### config.mk
export PLATFORM = sky130hd
export DESIGN_NAME = pwr_mode_ctrl
export DESIGN_NICKNAME = d
export VERILOG_FILES = /design/src/rtl/pwr_mode_pkg.sv /design/src/rtl/pwr_wake_qual.sv /design/src/rtl/pwr_stab_timer.sv /design/src/rtl/pwr_mode_ctrl.sv
export SDC_FILE = /design/constraint.sdc
export NUM_CORES = 1
export LEC_CHECK = 0
export BUFFER_PORTS_ARGS = -buffer_cell sky130_fd_sc_hd__buf_2
export CAP_MARGIN = 10
export CORE_MARGIN = 2
export CORE_UTILIZATION = 45
export DETAILED_ROUTE_END_ITERATION = 10
export GPL_TIMING_DRIVEN = 0
export MAX_ROUTING_LAYER = met4
export PLACE_DENSITY = 0.67
export SLEW_MARGIN = 20
export SYNTH_ARGS = -nofsm -noshare
export SYNTH_HDL_FRONTEND = slang
export SYNTH_HIERARCHICAL = 1
export SYNTH_SLANG_ARGS = --single-unit
### constraint.sdc
create_clock -name clk_in -period 2 [get_ports clk_in]
set_clock_uncertainty 0.2 [all_clocks]
set_input_delay 0.3 -clock clk_in [delete_from_list [all_inputs] [get_ports clk_in]]
set_output_delay 0.3 -clock clk_in [all_outputs]
set_load 0.005 [all_outputs]
### src/rtl/pwr_mode_pkg.sv
package pwr_mode_pkg;
    typedef enum logic [2:0] {
        ST_RUN      = 3'd0,
        ST_IDLE     = 3'd1,
        ST_PDOWN    = 3'd2,
        ST_OSC_WAIT = 3'd3,
        ST_HOLD_LOW = 3'd4
    } pwr_state_e;
endpackage

### src/rtl/pwr_wake_qual.sv
module pwr_wake_qual #(
    parameter int N_EXT = 2
) (
    input  logic [N_EXT-1:0] ext_pin_n,
    input  logic [N_EXT-1:0] ext_en,
    input  logic [N_EXT-1:0] ext_edge,
    input  logic             irq_other,
    output logic             pd_wake,
    output logic             idle_wake
);
    logic [N_EXT-1:0] pin_lvl_ok;
    logic [N_EXT-1:0] pin_any_ok;

    for (genvar i = 0; i < N_EXT; i++) begin : g_pin
        // level-type, enabled, held low: the only Power-Down wake source
        assign pin_lvl_ok[i] = ~ext_pin_n[i] & ext_en[i] & ~ext_edge[i];
        // any enabled pin wakes Idle regardless of trigger type
        assign pin_any_ok[i] = ~ext_pin_n[i] & ext_en[i];
    end

    assign pd_wake   = |pin_lvl_ok;
    assign idle_wake = (|pin_any_ok) | irq_other;
endmodule

### src/rtl/pwr_stab_timer.sv
module pwr_stab_timer #(
    parameter int STAB_CYCLES = 1024
) (
    input  logic clk_in,
    input  logic rst_n,
    input  logic run,
    output logic done
);
    localparam int CW = $clog2(STAB_CYCLES + 1);
    localparam logic [CW-1:0] LAST = CW'(STAB_CYCLES - 1);

    logic [CW-1:0] cnt;

    assign done = run && (cnt == LAST);

    always_ff @(posedge clk_in or negedge rst_n) begin
        if (!rst_n)          cnt <= '0;
        else if (!run)       cnt <= '0;
        else if (cnt != LAST) cnt <= cnt + 1'b1;
    end

    // counter never passes the programmed start-up limit
    p_cnt_bound_r9: assert property (@(posedge clk_in) disable iff (!rst_n)
        cnt <= LAST);
endmodule

### src/rtl/pwr_mode_ctrl.sv
module pwr_mode_ctrl
    import pwr_mode_pkg::*;
#(
    parameter int STAB_CYCLES = 1024,
    parameter int N_EXT       = 2
) (
    input  logic             clk_in,
    input  logic             rst_n,
    input  logic             mode_wr,
    input  logic             mode_idle,
    input  logic             mode_pdown,
    input  logic             tmr_idle_run,
    input  logic [N_EXT-1:0] ext_pin_n,
    input  logic [N_EXT-1:0] ext_en,
    input  logic [N_EXT-1:0] ext_edge,
    input  logic             irq_other,
    output logic             phase_clk,
    output logic             cpu_clk_en,
    output logic             tmr_clk_en,
    output logic             osc_en,
    output logic             sfr_init,
    output logic             idle_flag,
    output logic             pdown_flag
);
    pwr_state_e state_q, state_d;
    logic pd_wake, idle_wake, stab_done, stab_run;
    logic chk_armed;

    pwr_wake_qual #(.N_EXT(N_EXT)) u_qual (
        .ext_pin_n (ext_pin_n),
        .ext_en    (ext_en),
        .ext_edge  (ext_edge),
        .irq_other (irq_other),
        .pd_wake   (pd_wake),
        .idle_wake (idle_wake)
    );

    assign stab_run = (state_q == ST_OSC_WAIT);

    pwr_stab_timer #(.STAB_CYCLES(STAB_CYCLES)) u_stab (
        .clk_in (clk_in),
        .rst_n  (rst_n),
        .run    (stab_run),
        .done   (stab_done)
    );

    // next-state decision
    always_comb begin
        state_d = state_q;
        unique case (state_q)
            ST_RUN: begin
                if (mode_wr && mode_pdown)     state_d = ST_PDOWN;
                else if (mode_wr && mode_idle) state_d = ST_IDLE;
            end
            ST_IDLE:     if (idle_wake) state_d = ST_RUN;
            ST_PDOWN:    if (pd_wake)   state_d = ST_OSC_WAIT;
            ST_OSC_WAIT: begin
                if (!pd_wake)       state_d = ST_PDOWN;
                else if (stab_done) state_d = ST_HOLD_LOW;
            end
            ST_HOLD_LOW: if (!pd_wake) state_d = ST_RUN;
            default:                   state_d = ST_RUN;
        endcase
    end

    // state register
    always_ff @(posedge clk_in or negedge rst_n) begin
        if (!rst_n) state_q <= ST_RUN;
        else        state_q <= state_d;
    end

    // output decode
    always_comb begin
        cpu_clk_en = 1'b0;
        tmr_clk_en = 1'b0;
        osc_en     = 1'b1;
        idle_flag  = 1'b0;
        pdown_flag = 1'b0;
        unique case (state_q)
            ST_RUN: begin
                cpu_clk_en = 1'b1;
                tmr_clk_en = 1'b1;
            end
            ST_IDLE: begin
                tmr_clk_en = tmr_idle_run;
                idle_flag  = 1'b1;
            end
            ST_PDOWN: begin
                osc_en     = 1'b0;
                pdown_flag = 1'b1;
            end
            ST_OSC_WAIT, ST_HOLD_LOW: pdown_flag = 1'b1;
            default: begin
                cpu_clk_en = 1'b1;
                tmr_clk_en = 1'b1;
            end
        endcase
    end

    // divide-by-two phase clock, frozen with the oscillator
    always_ff @(posedge clk_in or negedge rst_n) begin
        if (!rst_n)      phase_clk <= 1'b0;
        else if (osc_en) phase_clk <= ~phase_clk;
    end

    // register-file reset strobe: only a hardware reset raises it
    always_ff @(posedge clk_in or negedge rst_n) begin
        if (!rst_n) sfr_init <= 1'b1;
        else        sfr_init <= 1'b0;
    end

    always_ff @(posedge clk_in or negedge rst_n) begin
        if (!rst_n) chk_armed <= 1'b0;
        else        chk_armed <= 1'b1;
    end

    p_phase_toggle_r2: assert property (@(posedge clk_in) disable iff (!rst_n || !chk_armed)
        osc_en |=> (phase_clk != $past(phase_clk)));
    p_phase_hold_r2: assert property (@(posedge clk_in) disable iff (!rst_n || !chk_armed)
        !osc_en |=> $stable(phase_clk));
    p_osc_gates_cpu_r6: assert property (@(posedge clk_in) disable iff (!rst_n)
        !osc_en |-> !cpu_clk_en);
    p_pd_priority_r6: assert property (@(posedge clk_in) disable iff (!rst_n)
        (state_q == ST_RUN && mode_wr && mode_pdown) |=> (pdown_flag && !osc_en));
    p_pd_no_direct_run_r10: assert property (@(posedge clk_in) disable iff (!rst_n)
        (state_q == ST_PDOWN) |=> !cpu_clk_en);
    p_early_release_r9: assert property (@(posedge clk_in) disable iff (!rst_n)
        (state_q == ST_OSC_WAIT && !pd_wake) |=> (state_q == ST_PDOWN));
    p_release_opens_r10: assert property (@(posedge clk_in) disable iff (!rst_n)
        (state_q == ST_HOLD_LOW && !pd_wake) |=> (cpu_clk_en && !pdown_flag));
    p_no_restore_on_wake_r10: assert property (@(posedge clk_in) disable iff (!rst_n || !chk_armed)
        !sfr_init);
endmodule

; Word-level counts from Yosys, hierarchy flattened
; Index checks and enable logic that the tools add are counted.
[totals]
reg_bits = 16
input_bits = 13
output_inout_bits = 7
wordCells = 51
[op_classes]
addsub = 1
eq_ne = 12
mux = 15
bitwise = 10
n_reduce_logical = 9
[op_table]
columns = cell, n
row1 = $mux W11, 2
row2 = $mux W3, 7
row3 = $pmux W3 S5, 1
row4 = $add A11 B1 Y11 const B, 1
row5 = $eq A11 B10 Y1 const B, 1
row6 = $ne A11 B10 Y1 const B, 1
row7 = $ne A2 B2 Y1 const B, 4
row8 = $eq A3 B2 Y1 const B, 2
row9 = $ne A3 B3 Y1 const B, 2
row10 = $not A1 Y1, 5
row11 = $reduce_and A5 Y1, 1
row12 = $and A1 B1 Y1, 4
row13 = $mux W1, 4
row14 = $reduce_or A2 Y1, 2
row15 = $reduce_or A4 Y1, 1
row16 = $eq A3 B1 Y1 const B, 1
row17 = $eq A3 B3 Y1 const B, 1
row18 = $logic_and A1 B1 Y1, 3
row19 = $logic_not A3 Y1, 1
row20 = $reduce_or A3 Y1, 1
row21 = $pmux W1 S2, 1
row22 = $or A1 B1 Y1, 1

; Longest topological paths before layout
[depth]
depth_word = 6
depth_mapped = 8
ltp_nobuf = 7

; Hierarchy
; Netlist, hierarchy kept.
[by_module_without_submodules]
columns = module, instances, cells_per_inst, area_each_um2, seq_area_each_um2
row1 = pwr_stab_timer, 1, 67, 676.9, 275.3
row2 = pwr_mode_ctrl, 1, 30, 294.0, 126.4
row3 = pwr_wake_qual, 1, 4, 32.5, 0.0

; Worst setup path after synthesis
; No wires, ideal clock.
[synth_path]
path_type = register to register
startpoint = register u_stab.cnt[0]
endpoint = register state_q[0]
setup_time_ns = 0.123
t_arrival_ns = 1.684
required_time_ns = 1.677
slack_ns = -0.007
stages_incl_launch_ff = 9
path_buffers = 1
period_less_slack_ns = 2.007
path_cell_list = dfrtp_1 ha_1 clkbuf_1 inv_1 nor4_4 and2_1 inv_1 a31oi_1 nor3_1
[synth_between]
elab_chain_cells = 4
[synth_lines]
columns = element, line_no
row1 = start: declaration, pwr_stab_timer.sv:12  ; logic [CW-1:0] cnt;
row2 = start signal: assignment, pwr_stab_timer.sv:19  ; else if (cnt != LAST) cnt <= cnt + 1'b1;
row3 = $eq A11 B10 Y1, pwr_stab_timer.sv:14  ; assign done = run && (cnt == LAST);
row4 = $logic_and A1 B1 Y1, pwr_stab_timer.sv:14
row5 = net stab_done, pwr_mode_ctrl.sv:26  ; logic pd_wake, idle_wake, stab_done, stab_run;
row6 = $ne A3 B3 Y1 (no source line), n/a
row7 = $reduce_and A5 Y1 (no source line), n/a
row8 = end signal: assignment, pwr_mode_ctrl.sv:69  ; else state_q <= state_d;
row9 = end: declaration, pwr_mode_ctrl.sv:25  ; pwr_state_e state_q, state_d;
; The timed path passes the listed nets, and every way through them passes these cells.
; A chain may end at the register's enable or synchronous reset.

; Worst setup path in the final report
[layout_path]
startpoint = register state_q[1]
endpoint = output port cpu_clk_en
[layout_between]
elab_chain_cells = 3
elab_cells_between_ends = 6
classes_between = eq/ne: 4 / mux: 1 / reduce/logical: 1
[layout_lines]
columns = element, line_no
row1 = $eq A3 B3 Y1 (tied with other cells), pwr_mode_ctrl.sv:79  ; unique case (state_q)
row2 = $reduce_or A4 Y1 (no source line) *, n/a
row3 = $mux W1 *, pwr_mode_ctrl.sv:79
row4 = end: declaration, pwr_mode_ctrl.sv:18  ; output logic cpu_clk_en,
; Mark *: on every way between the ends. The rest lies on a longest branch, timed or not.

==> results.yml <==
run_status:
  status: "completed"
setup_path:
  timing.rr.end: "state_q[0]$_DFFE_PN0P_"
  cp.required_ns: 1.50
  end_kind: "primary output"
  r2r-start: "state_q[1]$_DFFE_PN0P_"
  r2r_setup_slack_ns: 0.15
  startpoint: "state_q[1]$_DFFE_PN0P_"
  cp.arrival_ns: 1.46
  crit_fanout: 5
  worstSetupPathType: "flop to primary output"
  cp-endpoint: "cpu_clk_en"
  reg2reg_depth: 8
  worst_setup_path_start_kind: "flop"
logic_synthesis:
  syn_inst: 101
  synth_ff_type: "dfrtp_1"
  synth-seq-cells: 16
  yosysUniqueCellTypes: 44
  yosysWarnings: 6
  syn_nets: 115
  seq_area_frac_synth_pct: 40.0
  async_reset_ff_share_pct: 100
  avgSynthCellArea_um2: 9.94
  synth_area_um2: 1000
  synth_edf_count: 0
drt:
  via_count: 883
  ant_nets: 0
  routed_wirelength_mm: 2.21
  dr.pass1.iters: 4
  wl_per_cell_um: 13.9
  first_iter_violations: 21
  post-route-drc-count: 0
  viasPerCell: 5.55
global_routing:
  track_usage_pct: 19.7
  grt_max_degree: 17
  overflow: 0
  grt_pass1_wl_mm: 3.73
  antenna_found_initial: 0
  grt_pass1_vias: 848
clock_tree:
  clockBufferDepth: 2
  clk_pin_slew_worst_paths_ns: 0.10
  cts_sinks: 16
  cts_buffers: 3
  htree_levels: 1
  insertion_delay_ns: 0.29
  cts_tree: "done"
  cts_root_buf: "clkbuf_4"
place:
  dp_cells: 148
  dpl-instance-area_um2: 1130
  io_buffers: 19
  hpwl_mm: 1.59
  place_congestion: 0.833
final_layout:
  final_cell_mix: "buf_2, dfrtp_1, nand2_1, buf_4, inv_1"
  final_common_cell: "buf_2"
  antenna_cells: 0
  drive_above_1_share_pct: 38.9
  final-instance-count-excl-fill: 159
  final_nets: 146
  area_growth_pct: 22.8
  utilization_pct: 56.8
  design_area_um2: 1230
timing:
  finalSetupViolCount: 0
  maxSlewViolCount: 0
  tns_ns: 0
  fmax_mhz: 510
  hold_violations: 0
  rsz0062_at_grt: "yes"
  finalCritPeriodShare_pct: 98.0
  layout_min_cycle_time_ns: 1.96
worst_hold_path:
  hp-class: "input pin to flop"
power_and_ir_drop:
  power_density_nw_per_um2: 735
  peakVddDrop_mv: 0.536
  power.internal_mw: 0.594
  power_switching_mw: 0.312
  combPwrFrac_pct: 34.3
  sequentialPowerShare_pct: 45.5
  power_leakage_nw: 0.575
  p_clk_share_pct: 20.2
  switching_share_pct: 34.4
die:
  start_util_pct: 46.3
  num_rows: 17
  coreArea_um2: 2170
  ios: 20
  die_x_um: 51.2
  die_area_um2: 2620
  die_h_um: 51.2
flow_run:
  cap_viol_max_count: 0
sequential cells by signal, summed over array words and instances (netlist names):
signal      cells
phase_clk       1
sfr_init        1
u_stab/cnt     11
state_q         3
metal layers:
metal	wire length, um	up-vias	GRT usage, %
li1	-	435	-
met1	939	416	22.4
met2	1110	28	33.1
met3	110	4	4.97
met4	40	0	7.89
met5	0	-	-
power by group through the flow:
stage / Sequential (mW) / Clock, mW / Combinational (mW)
after detailed placement: 0.426 / 0 / 0.243
after global routing: 0.422 / 0.208 / 0.347
final: 0.412 / 0.183 / 0.310
after floorplan: 0.413 / 0 / 0.165
after global placement: 0.426 / 0 / 0.232
after CTS: 0.423 / 0.188 / 0.253
worst max-delay path, cell delays in order, from the launching register on:
cell,delay (ns)
dfrtp_1,0.38
buf_6,0.12
or3b_4,0.41
nand2b_4,0.09
nor2_1,0.04
buf_2,0.13
Yosys cell counts, types with 2 or more instances:
master | instances | area [um^2]
and2_1 | 4 | 25.0
clkbuf_1 | 2 | 7.51
nand2b_1 | 4 | 25.0
o211a_1 | 2 | 20.0
inv_1 | 5 | 18.8
or4_1 | 2 | 15.0
nor2_1 | 3 | 11.3
nor4_1 | 3 | 18.8
a21oi_1 | 5 | 25.0
o311a_2 | 2 | 22.5
o211ai_2 | 2 | 25.0
dfrtp_1 | 15 | 375
a31oi_1 | 2 | 12.5
nand2_1 | 12 | 45.0
nand3_1 | 4 | 20.0
nand3b_1 | 3 | 22.5
mux2i_1 | 3 | 30.0
nor3_1 | 2 | 10.0
kinds of logic after synthesis:
kind of cell    synth area share, %
other cells                   0.374
compound gates                 18.5
flops                          40.0
buf+inv                        3.74
xor+xnor                      0.873
mux                            2.99
simple gates                   32.3
fa+ha+maj                      1.25
through the flow:
stage          power [mW]  hold slack [ns]  worst slack (ns)
6_report            0.906           0.0910            0.0400
5_1_grt             0.977            0.103           -0.0162
4_1_cts             0.864           0.0852            0.0126
3_5_place_dp        0.669           0.0400            -0.191
3_3_place_gp        0.658           0.0319            -0.126
2_1_floorplan       0.578           -0.196            0.0976
area by class of cell:
cell class | instances | area, um^2
Sequential cell | 16 | 404
Clock buffer | 4 | 26.3
Fill cell | 209 | 937
Tap cell | 28 | 35.0
Inverter | 5 | 18.8
Multi-Input combinational cell | 77 | 572
Buffer | 3 | 26.3
Timing Repair Buffer | 26 | 150
worst min path at each step:
stage	start	end	slack, ns	cells after the start
final	mode_pdown	state_q[0]$_DFFE_PN0P_	0.09	3
after floorplan	rst_n	phase_clk$_DFFE_PN0P_	-0.20	0
after CTS	mode_pdown	state_q[0]$_DFFE_PN0P_	0.09	3
after detailed placement	rst_n	u_stab/cnt[7]$_DFFE_PN0P_	0.04	1
after global routing	mode_pdown	state_q[0]$_DFFE_PN0P_	0.10	3
after global placement	rst_n	u_stab/cnt[7]$_DFFE_PN0P_	0.03	1
repair_timing:
action                     in CTS  in global routing
setup endpoints to repair       3                  6
gates resized for setup         3                  7
pin swaps                       1                  3
hold endpoints to repair       15                  0
hold buffers                    1                  0
buffers inserted                1                  5
Note: power is estimated with default switching activity, not from simulation.
